$ cat src/rtl/qdac_pkg.sv
package qdac_pkg;
  localparam int NCH   = 4;
  localparam int DW    = 12;
  localparam int CHW   = $clog2(NCH);
  localparam int BYTEW = 8;
  localparam logic [5:0] ADDR_HI_STD = 6'b011110;
  localparam logic [5:0] ADDR_HI_ALT = 6'b101110;
  localparam logic [7:0] EXT_ESCAPE  = 8'hF0;

  typedef enum logic [2:0] {
    L_IDLE, L_ADDR, L_AACK, L_WBYTE, L_WACK, L_READ
  } link_st_t;

  typedef enum logic [1:0] {
    P_CMD, P_LOW, P_EXT
  } phase_t;
endpackage

$ cat src/rtl/qdac_sync.sv
module qdac_sync #(
  parameter int W = 2,
  parameter int STAGES = 2,
  parameter logic [W-1:0] RST_VAL = '1
) (
  input  logic         clk,
  input  logic         rst,
  input  logic [W-1:0] d,
  output logic [W-1:0] q
);
  logic [W-1:0] pipe [STAGES];

  always_ff @(posedge clk) begin
    if (rst) begin
      for (int i = 0; i < STAGES; i++) pipe[i] <= RST_VAL;
    end else begin
      pipe[0] <= d;
      for (int i = 1; i < STAGES; i++) pipe[i] <= pipe[i-1];
    end
  end

  assign q = pipe[STAGES-1];
endmodule

$ cat src/rtl/qdac_cond.sv
module qdac_cond (
  input  logic clk,
  input  logic rst,
  input  logic scl_s,
  input  logic sda_s,
  output logic start_ev,
  output logic stop_ev,
  output logic scl_rise,
  output logic scl_fall
);
  logic scl_q, sda_q;

  always_ff @(posedge clk) begin
    if (rst) begin
      scl_q <= 1'b1;
      sda_q <= 1'b1;
    end else begin
      scl_q <= scl_s;
      sda_q <= sda_s;
    end
  end

  // data edges while the clock line stays high mark bus conditions
  assign start_ev = scl_s & scl_q & sda_q & ~sda_s;
  assign stop_ev  = scl_s & scl_q & ~sda_q & sda_s;
  assign scl_rise = scl_s & ~scl_q;
  assign scl_fall = ~scl_s & scl_q;
endmodule

$ cat src/rtl/qdac_link.sv
module qdac_link
  import qdac_pkg::*;
#(
  parameter logic [5:0] ADDR_HI = ADDR_HI_STD
) (
  input  logic             clk,
  input  logic             rst,
  input  logic             start_ev,
  input  logic             stop_ev,
  input  logic             scl_rise,
  input  logic             scl_fall,
  input  logic             sda_s,
  input  logic             strap,
  output logic             sda_pull,
  output logic             wr_begin,
  output logic             byte_done,
  output logic [BYTEW-1:0] byte_q
);
  link_st_t         st;
  logic [2:0]       cnt;
  logic [BYTEW-1:0] sh;
  logic             rw, full;
  logic [6:0]       addr7;

  assign addr7 = {ADDR_HI, strap};

  always_ff @(posedge clk) begin
    if (rst) begin
      st <= L_IDLE; cnt <= '0; sh <= '0; rw <= 1'b0; full <= 1'b0; sda_pull <= 1'b0;
    end else if (start_ev) begin
      st <= L_ADDR; cnt <= '0; full <= 1'b0; sda_pull <= 1'b0;
    end else if (stop_ev) begin
      st <= L_IDLE; full <= 1'b0; sda_pull <= 1'b0;
    end else begin
      case (st)
        L_ADDR: begin
          if (scl_rise) begin
            sh  <= {sh[BYTEW-2:0], sda_s};
            cnt <= cnt + 3'd1;
            if (cnt == 3'd7) begin
              rw   <= sda_s;
              full <= 1'b1;
            end else if (sda_s != addr7[3'd6 - cnt]) begin
              st <= L_IDLE;  // early drop-out on first wrong bit
            end
          end else if (scl_fall && full) begin
            full <= 1'b0; sda_pull <= 1'b1; st <= L_AACK;
          end
        end
        L_AACK: if (scl_fall) begin
          sda_pull <= 1'b0; cnt <= '0;
          st <= rw ? L_READ : L_WBYTE;
        end
        L_WBYTE: begin
          if (scl_rise) begin
            sh  <= {sh[BYTEW-2:0], sda_s};
            cnt <= cnt + 3'd1;
            if (cnt == 3'd7) full <= 1'b1;
          end else if (scl_fall && full) begin
            full <= 1'b0; sda_pull <= 1'b1; st <= L_WACK;
          end
        end
        L_WACK: if (scl_fall) begin
          sda_pull <= 1'b0; cnt <= '0; st <= L_WBYTE;
        end
        default: ;
      endcase
    end
  end

  // both pulses mark the falling edge that closes an acknowledge slot
  assign wr_begin  = (st == L_AACK) & scl_fall & ~rw;
  assign byte_done = (st == L_WACK) & scl_fall;
  assign byte_q    = sh;
endmodule

$ cat src/rtl/qdac_regs.sv
module qdac_regs
  import qdac_pkg::*;
(
  input  logic              clk,
  input  logic              rst,
  input  logic              xfer_rst,
  input  logic              wr_begin,
  input  logic              byte_done,
  input  logic [BYTEW-1:0]  byte_q,
  output logic [NCH*DW-1:0] dac_flat,
  output logic [NCH-1:0]    chan_off
);
  logic [DW-1:0]  in_r  [NCH];
  logic [DW-1:0]  dac_r [NCH];
  phase_t         ph;
  logic [3:0]     cmd_q, hi_q;
  logic [DW-1:0]  new_val;
  logic [CHW-1:0] sel;
  logic           do_load, do_upd;

  assign new_val = {hi_q, byte_q};
  assign sel     = cmd_q[CHW-1:0];
  assign do_load = (ph == P_LOW) && byte_done && (cmd_q[3] == 1'b0);
  assign do_upd  = (ph == P_LOW) && byte_done &&
                   ((cmd_q[3:2] == 2'b01) || (cmd_q == 4'b1000));

  always_ff @(posedge clk) begin
    if (rst) begin
      ph <= P_CMD; cmd_q <= '0; hi_q <= '0; chan_off <= '0;
      for (int i = 0; i < NCH; i++) begin
        in_r[i]  <= '0;
        dac_r[i] <= '0;
      end
    end else begin
      if (xfer_rst || wr_begin) begin
        ph <= P_CMD;  // drops any half-received command
      end else if (byte_done) begin
        case (ph)
          P_CMD: begin
            cmd_q <= byte_q[7:4];
            hi_q  <= byte_q[3:0];
            ph    <= (byte_q == EXT_ESCAPE) ? P_EXT : P_LOW;
          end
          P_EXT: begin
            chan_off <= byte_q[NCH-1:0];
            ph       <= P_CMD;
          end
          default: ph <= P_CMD;
        endcase
      end
      for (int i = 0; i < NCH; i++) begin
        if (do_load && sel == CHW'(i)) in_r[i] <= new_val;
        if (do_upd) dac_r[i] <= (do_load && sel == CHW'(i)) ? new_val : in_r[i];
      end
    end
  end

  for (genvar g = 0; g < NCH; g++) begin : g_out
    assign dac_flat[g*DW +: DW] = dac_r[g];
  end
endmodule

$ cat src/rtl/twowire_qdac.sv
module twowire_qdac
  import qdac_pkg::*;
#(
  parameter bit ALT_ADDR = 1'b0,
  parameter int SYNC_STAGES = 2
) (
  input  logic              clk,
  input  logic              rst,
  input  logic              scl_in,
  input  logic              sda_in,
  input  logic              addr_strap,
  output logic              sda_pull,
  output logic [NCH*DW-1:0] dac_val,
  output logic [NCH-1:0]    chan_off
);
  localparam logic [5:0] ADDR_HI = ALT_ADDR ? ADDR_HI_ALT : ADDR_HI_STD;

  logic [1:0]       bus_s;
  logic             start_ev, stop_ev, scl_rise, scl_fall;
  logic             wr_begin, byte_done;
  logic [BYTEW-1:0] byte_q;

  qdac_sync #(.W(2), .STAGES(SYNC_STAGES), .RST_VAL(2'b11)) u_sync (
    .clk(clk), .rst(rst), .d({scl_in, sda_in}), .q(bus_s)
  );

  qdac_cond u_cond (
    .clk(clk), .rst(rst), .scl_s(bus_s[1]), .sda_s(bus_s[0]),
    .start_ev(start_ev), .stop_ev(stop_ev), .scl_rise(scl_rise), .scl_fall(scl_fall)
  );

  qdac_link #(.ADDR_HI(ADDR_HI)) u_link (
    .clk(clk), .rst(rst), .start_ev(start_ev), .stop_ev(stop_ev),
    .scl_rise(scl_rise), .scl_fall(scl_fall), .sda_s(bus_s[0]), .strap(addr_strap),
    .sda_pull(sda_pull), .wr_begin(wr_begin), .byte_done(byte_done), .byte_q(byte_q)
  );

  qdac_regs u_regs (
    .clk(clk), .rst(rst), .xfer_rst(start_ev | stop_ev), .wr_begin(wr_begin),
    .byte_done(byte_done), .byte_q(byte_q), .dac_flat(dac_val), .chan_off(chan_off)
  );
endmodule

$ cat config.mk
export PLATFORM = sky130hd
export DESIGN_NAME = twowire_qdac
export DESIGN_NICKNAME = d
export VERILOG_FILES = /design/src/rtl/qdac_pkg.sv /design/src/rtl/qdac_sync.sv /design/src/rtl/qdac_cond.sv /design/src/rtl/qdac_link.sv /design/src/rtl/qdac_regs.sv /design/src/rtl/twowire_qdac.sv
export SDC_FILE = /design/constraint.sdc
export NUM_CORES = 1
export LEC_CHECK = 0
export ABC_CLOCK_PERIOD_IN_PS = 3500
export BUFFER_PORTS_ARGS = -buffer_cell sky130_fd_sc_hd__buf_2
export CELL_PAD_IN_SITES_DETAIL_PLACEMENT = 1
export CELL_PAD_IN_SITES_GLOBAL_PLACEMENT = 1
export CORE_ASPECT_RATIO = 0.8
export CORE_UTILIZATION = 40
export CTS_CLUSTER_SIZE = 10
export DETAILED_ROUTE_END_ITERATION = 10
export GPL_TIMING_DRIVEN = 0
export PLACE_DENSITY_LB_ADDON = 0.1
export RECOVER_POWER = 25
export SLEW_MARGIN = 20
export SYNTH_ARGS = -nofsm -noshare
export SYNTH_HDL_FRONTEND = slang
export SYNTH_SLANG_ARGS = --single-unit
$ cat constraint.sdc
create_clock -name clk -period 3.5 [get_ports clk]
set_input_delay 0.175 -clock clk [delete_from_list [all_inputs] [get_ports clk]]
set_output_delay 0.175 -clock clk [all_outputs]
set_load 0.05 [all_outputs]
## After elaboration in Yosys (flattened, before gate mapping)

Memories as Yosys holds them, arrays and structs flattened.
Cells that the tools add are included.

| word-level totals | value |
|---|---|
| flip-flop bits (word level) | 33 |
| bits in writable memories | 100 |
| input bits | 5 |
| output and inout bits | 53 |
| word-level logic and storage cells | 170 |
| memories | 3 |

Memory list:

| memory | depth | bits a word | rd ports | clocked after memory_dff | wr ports | RTL line | text |
|---|---|---|---|---|---|---|---|
| u_regs.dac_r | 4 | 12 | 4 | 0 | 4 | qdac_regs.sv:14 | `logic [DW-1:0] dac_r [NCH];` |
| u_regs.in_r | 4 | 12 | 4 | 0 | 4 | qdac_regs.sv:13 | `logic [DW-1:0] in_r [NCH];` |
| u_sync.pipe | 2 | 2 | 2 | 0 | 2 | qdac_sync.sv:11 | `logic [W-1:0] pipe [STAGES];` |

| cells by class | value |
|---|---|
| add/subtract/negate cells | 2 |
| $lt $le $gt $ge | 1 |
| eq/ne operators | 33 |
| muxes and demuxes | 58 |
| bitwise operators | 30 |
| reductions and logical operators | 30 |

Operator list:

| kind | number |
|---|---|
| $mux 12 | 12 |
| $mux 3 | 11 |
| $mux 1 | 27 |
| $reduce_and 8->1 | 2 |
| $ne 2x1->1 const B | 7 |
| $ne 4x3->1 const B | 3 |
| $pmux 3 s4 | 1 |
| $reduce_and 4->1 | 3 |
| $or 1x1->1 | 11 |
| $and 1x1->1 | 10 |
| $ne 5x4->1 const B | 2 |
| $not 1->1 | 9 |
| $reduce_and 3->1 | 3 |
| $eq 8x8->1 const B | 1 |
| $logic_and 1x1->1 | 8 |
| $mux 2 | 4 |
| $reduce_or 2->1 | 4 |
| $eq 2x1->1 const B | 3 |
| $eq 2x2->1 const B | 3 |
| $eq 3x2->1 const B | 2 |
| $eq 3x3->1 const B | 2 |
| $ne 3x2->1 const B | 2 |
| $pmux 3 s2 | 1 |
| $reduce_bool 6->1 | 1 |
| 18 further kinds | 22 |

## Depth between registers and ports, before layout

An unclocked memory read counts as a cell.

| logic depth | value |
|---|---|
| depth in word-level cells | 11 |
| mapped depth | 8 |
| mapped depth without buffers | 7 |

## Hierarchy

A second synthesis with hierarchy kept.

| unflattened totals | value |
|---|---|
| cells, all modules | 553 |
| area, all modules | 5850.6 µm² |

By module, submodules not included:

| module | times used | cells each | area each (µm²) | seq. area each (µm²) |
|---|---|---|---|---|
| qdac_regs | 1 | 429 | 4704.5 | 3163.0 |
| qdac_link | 1 | 105 | 934.6 | 340.3 |
| qdac_sync | 1 | 10 | 120.1 | 80.1 |
| qdac_cond | 1 | 8 | 85.1 | 40.0 |
| twowire_qdac | 1 | 1 | 6.3 | 0.0 |

## Least setup slack after synthesis

No wires, ideal clock.

| timing | value |
|---|---|
| path kind | reg-to-reg |
| start point | reg u_link.st[1] |
| end point | mem u_regs.dac_r[0][0] (enable) |
| library setup time | 0.413 ns |
| data arrival time | 2.440 ns |
| required time | 3.087 ns |
| path slack | 0.646 ns |
| stages on the path, launching flop included | 6 |
| buffers on the path | 1 |
| clock period less this slack | 2.854 ns |
| path through | dfxtp_1 > buf_6 > or4b_4 > nor3_2 > nand2_1 > nand2b_1 |

RTL lines:

| item | RTL line | text |
|---|---|---|
| start, declared | qdac_link.sv:19 | `link_st_t st;` |
| start signal, assigned | qdac_link.sv:52 | `st <= rw ? L_READ : L_WBYTE;` |
| end, declared | qdac_regs.sv:14 |  |

==> results.toml <==
[outcome]
status = "completed"

[pwr]
power_mw = 3.677
clkPwrFrac = 0.481
peakVddDrop_v = 0.0004510
power_leakage_nw = 2.454
switchingPower_mw = 0.8236
cellPowerDensity_nw_per_um2 = 529.4
power.share.sequential = 0.473
p_comb_frac = 0.046
sw_frac_of_total = 0.2240
p_int_mw = 2.853

[synthesis]
synthCells = 532
syn-mean-instance-area_um2 = 11.04
yosysWarnings = 0
synth_seq_area_share = 0.6170
synth-edff-count = 96
netlist_area_um2 = 5873
synth_nets = 539
dominantRegCellSynth = "edfxtp_1"
ys_ff_latch = 133
async_flop_share = 0
ys_types = 45

[grt]
grt_usage = 0.2102
gr-total-overflow = 0
grt_pass1_vias = 4116
use_met1 = 0.2925
grt_max_degree = 49
grt_pass1_wl_mm = 22.91
antenna_found_initial = 0
grt_busiest_layer = "met2"
grt_util_met3 = 0.06493
use_met2 = 0.3187

[setup_path]
startpoint_type = "register"
worstPathRequired_ns = 3.56
cp_max_fo = 12
path_class = "register to register"
worstPathArrival_ns = 2.85
worstSetupEndpointType = "register"

[cells_and_area]
nets = 617
drive_gt1_frac = 0.1717
syn_to_final_growth_pct = 18.26

[job]
cap_violations = 0

[sta]
fin_crit_ns = 2.790
max_freq_mhz = 358.4
finalHoldViolCount = 0
setup_viol = 0
finalMaxSlewViolations = 0
finalCritPeriodShare = 0.7972
rsz0062_at_grt = "false"
clock_skew_ns = 0.007623
worstMarginPinSlew_ns = 0.8112
fin_setup_tns_ns = 0
relSlewSlack = 0.4592

[worst_hold_path]
hold_class = "input pin to register"

[clock_tree]
cts.htree.levels = 4
cts_inserted_buffers = 17
root_buffer = "clkbuf_16"
cts_tree = "yes"
cts_max_path_buffers = 2
numClockSinks = 133
postCtsResizedCells = 0
insertion_delay_ns = 0.43
clk_pin_slew_ns = 0.06

[placement]
io_buffers = 57
finalWeightedCongestion = 0.8049
hpwl_mm = 9.494

[floorplanning]
fp.dieH_um = 110.4
num_rows = 39
die_area_um2 = 15170
io_pins = 58
die_w_um = 137.5
initial_core_util = 0.4108
core-area_um2 = 14300

[route]
num_vias = 4117
wl_per_cell_um = 18.00
drc = 0
drt-pass1-iter-count = 4
wl_mm = 14.56
drt_iter0_drc = 241
ant_nets = 0
via_per_inst = 5.089
## worst paths after layout
kind,slack (ns),cells after the start,to,from
worst max-delay path,0.71,5,u_regs.in_r[1][7],u_sync.pipe[0][3]
worst min-delay path,0.39,3,u_link.byte_q[7],rst
worst max register to register,0.71,5,u_regs.in_r[1][7],u_sync.pipe[0][3]
worst min register to register,0.41,1,u_sync.pipe[0][3],u_sync.pipe[0][1]
## registers in the layout, indices dropped and copies added (netlist names)
name / count
u_cond.scl_q: 1
u_cond.sda_q: 1
u_link.byte_q: 8
u_link.cnt: 3
u_link.full: 1
u_link.rw: 1
u_link.sda_pull: 1
u_link.st: 3
u_regs.chan_off: 4
u_regs.cmd_q: 4
u_regs.dac_r: 48
u_regs.hi_q: 4
u_regs.in_r: 48
u_regs.ph: 2
u_sync.pipe: 4
## power groups by stage
stage | Clock [mW] | Combinational, mW | Sequential, mW
3_3_place_gp | 0 | 0.170 | 1.77
3_5_place_dp | 0 | 0.174 | 1.77
6_report | 1.77 | 0.168 | 1.74
5_1_grt | 1.86 | 0.181 | 1.74
2_1_floorplan | 0 | 0.0601 | 1.84
4_1_cts | 1.81 | 0.176 | 1.74
## synthesized netlist by cell type (2+ instances only)
master,n,area [um^2]
edfxtp_1,96,2883
a21oi_1,35,175.2
or4_1,2,15.01
xnor2_1,2,17.52
nor2_1,30,112.6
buf_6,4,45.04
nor3_2,2,20.02
a22oi_1,2,15.01
or3_4,2,22.52
clkbuf_1,23,86.33
nand2_2,10,62.56
nand3b_1,2,15.01
nand2_1,113,424.2
a21oi_2,29,254.0
or2_2,6,37.54
and2_1,50,312.8
nand3_1,4,20.02
nor2b_1,8,50.05
buf_2,9,45.04
dfxtp_1,37,740.7
a31o_2,2,17.52
inv_1,3,11.26
nor3_1,8,40.04
o21ai_0,4,20.02
mux2_2,3,33.78
mux2i_1,15,150.1
nand2b_1,10,62.56
ha_1,2,25.02
and3_1,3,18.77
## cell families (layout without fill, tap and decap cells)
| group | count (synthesis) | after routing | synth area share |
|---|---|---|---|
| AO/OA/AOI/OAI | 79 | 79 | 0.09140 |
| buffers and inverters | 41 | 132 | 0.03408 |
| XOR/XNOR | 2 | 2 | 0.002983 |
| AND/OR/NAND/NOR | 257 | 257 | 0.2190 |
| flip-flops | 133 | 133 | 0.6170 |
| adder cells (fa/ha/maj) | 2 | 2 | 0.004260 |
| other | 0 | 2 | 0 |
| multiplexers | 18 | 18 | 0.03132 |
## timing repair
item / in CTS / in global routing
hold buffers: 2 / 0
setup buffers: 0 / 0
endpoints found under the hold margin: 2 / 0
## layout by cell type (no fill, tap or decap), drive strengths merged, types with 2 or more instances in the layout
master / n
xnor2: 2
o21ai: 4
and2: 50
clkbuf: 99
inv: 6
and3: 3
diode: 2
ha: 2
nor4: 2
a21oi: 64
buf: 17
nand2: 123
or3: 3
dlygate4sd3: 2
mux2i: 15
nand3: 4
nor2b: 8
nand3b: 2
a22oi: 2
or4: 2
nor2: 30
clkinv: 6
nand2b: 10
dfxtp: 37
a31o: 2
or2: 7
mux2: 3
nor3: 10
edfxtp: 96
## worst max-delay path: stages (launching register included)
cell and delay (ns):
dfxtp_1 0.29, clkbuf_1 0.22, or4b_1 0.61, or3_4 0.44, or3_4 0.41, nand2b_1 0.44
## stage by stage
| stage | utilization | instances | hold WS (ns) | cell area [um^2] | setup slack, ns |
|---|---|---|---|---|---|
| after floorplan | - | 532 | 0.2788 | 5873 | 0.6464 |
| after global placement | 0.4468 | 773 | 0.3593 | 6389 | -0.1349 |
| final | 0.4858 | 809 | 0.3932 | 6945 | 0.7100 |
| after CTS | 0.4904 | 807 | 0.3814 | 7012 | 0.8237 |
| after global routing | 0.4854 | 807 | 0.4129 | 6940 | 0.5926 |
| after detailed placement | 0.4474 | 773 | 0.3600 | 6396 | 0.8446 |
## layout make-up
cell class,count,area (um^2)
tap,184,230.2
multi-input combinational,358,2053
fill,1597,7352
buffer,38,187.7
timing repair buffer,59,239.0
clock buffer,21,503.0
inverter,3,11.26
sequential,133,3623
antenna,2,5.005
clock inverter,11,92.59
## metal layers
layer / routed length, um / part of all wire
met3: 450 / 0.031
met4: 124 / 0.0085
met2: 6636 / 0.46
met5: 0 / 0
met1: 7352 / 0.50
Power figures use the tool's default switching activity.
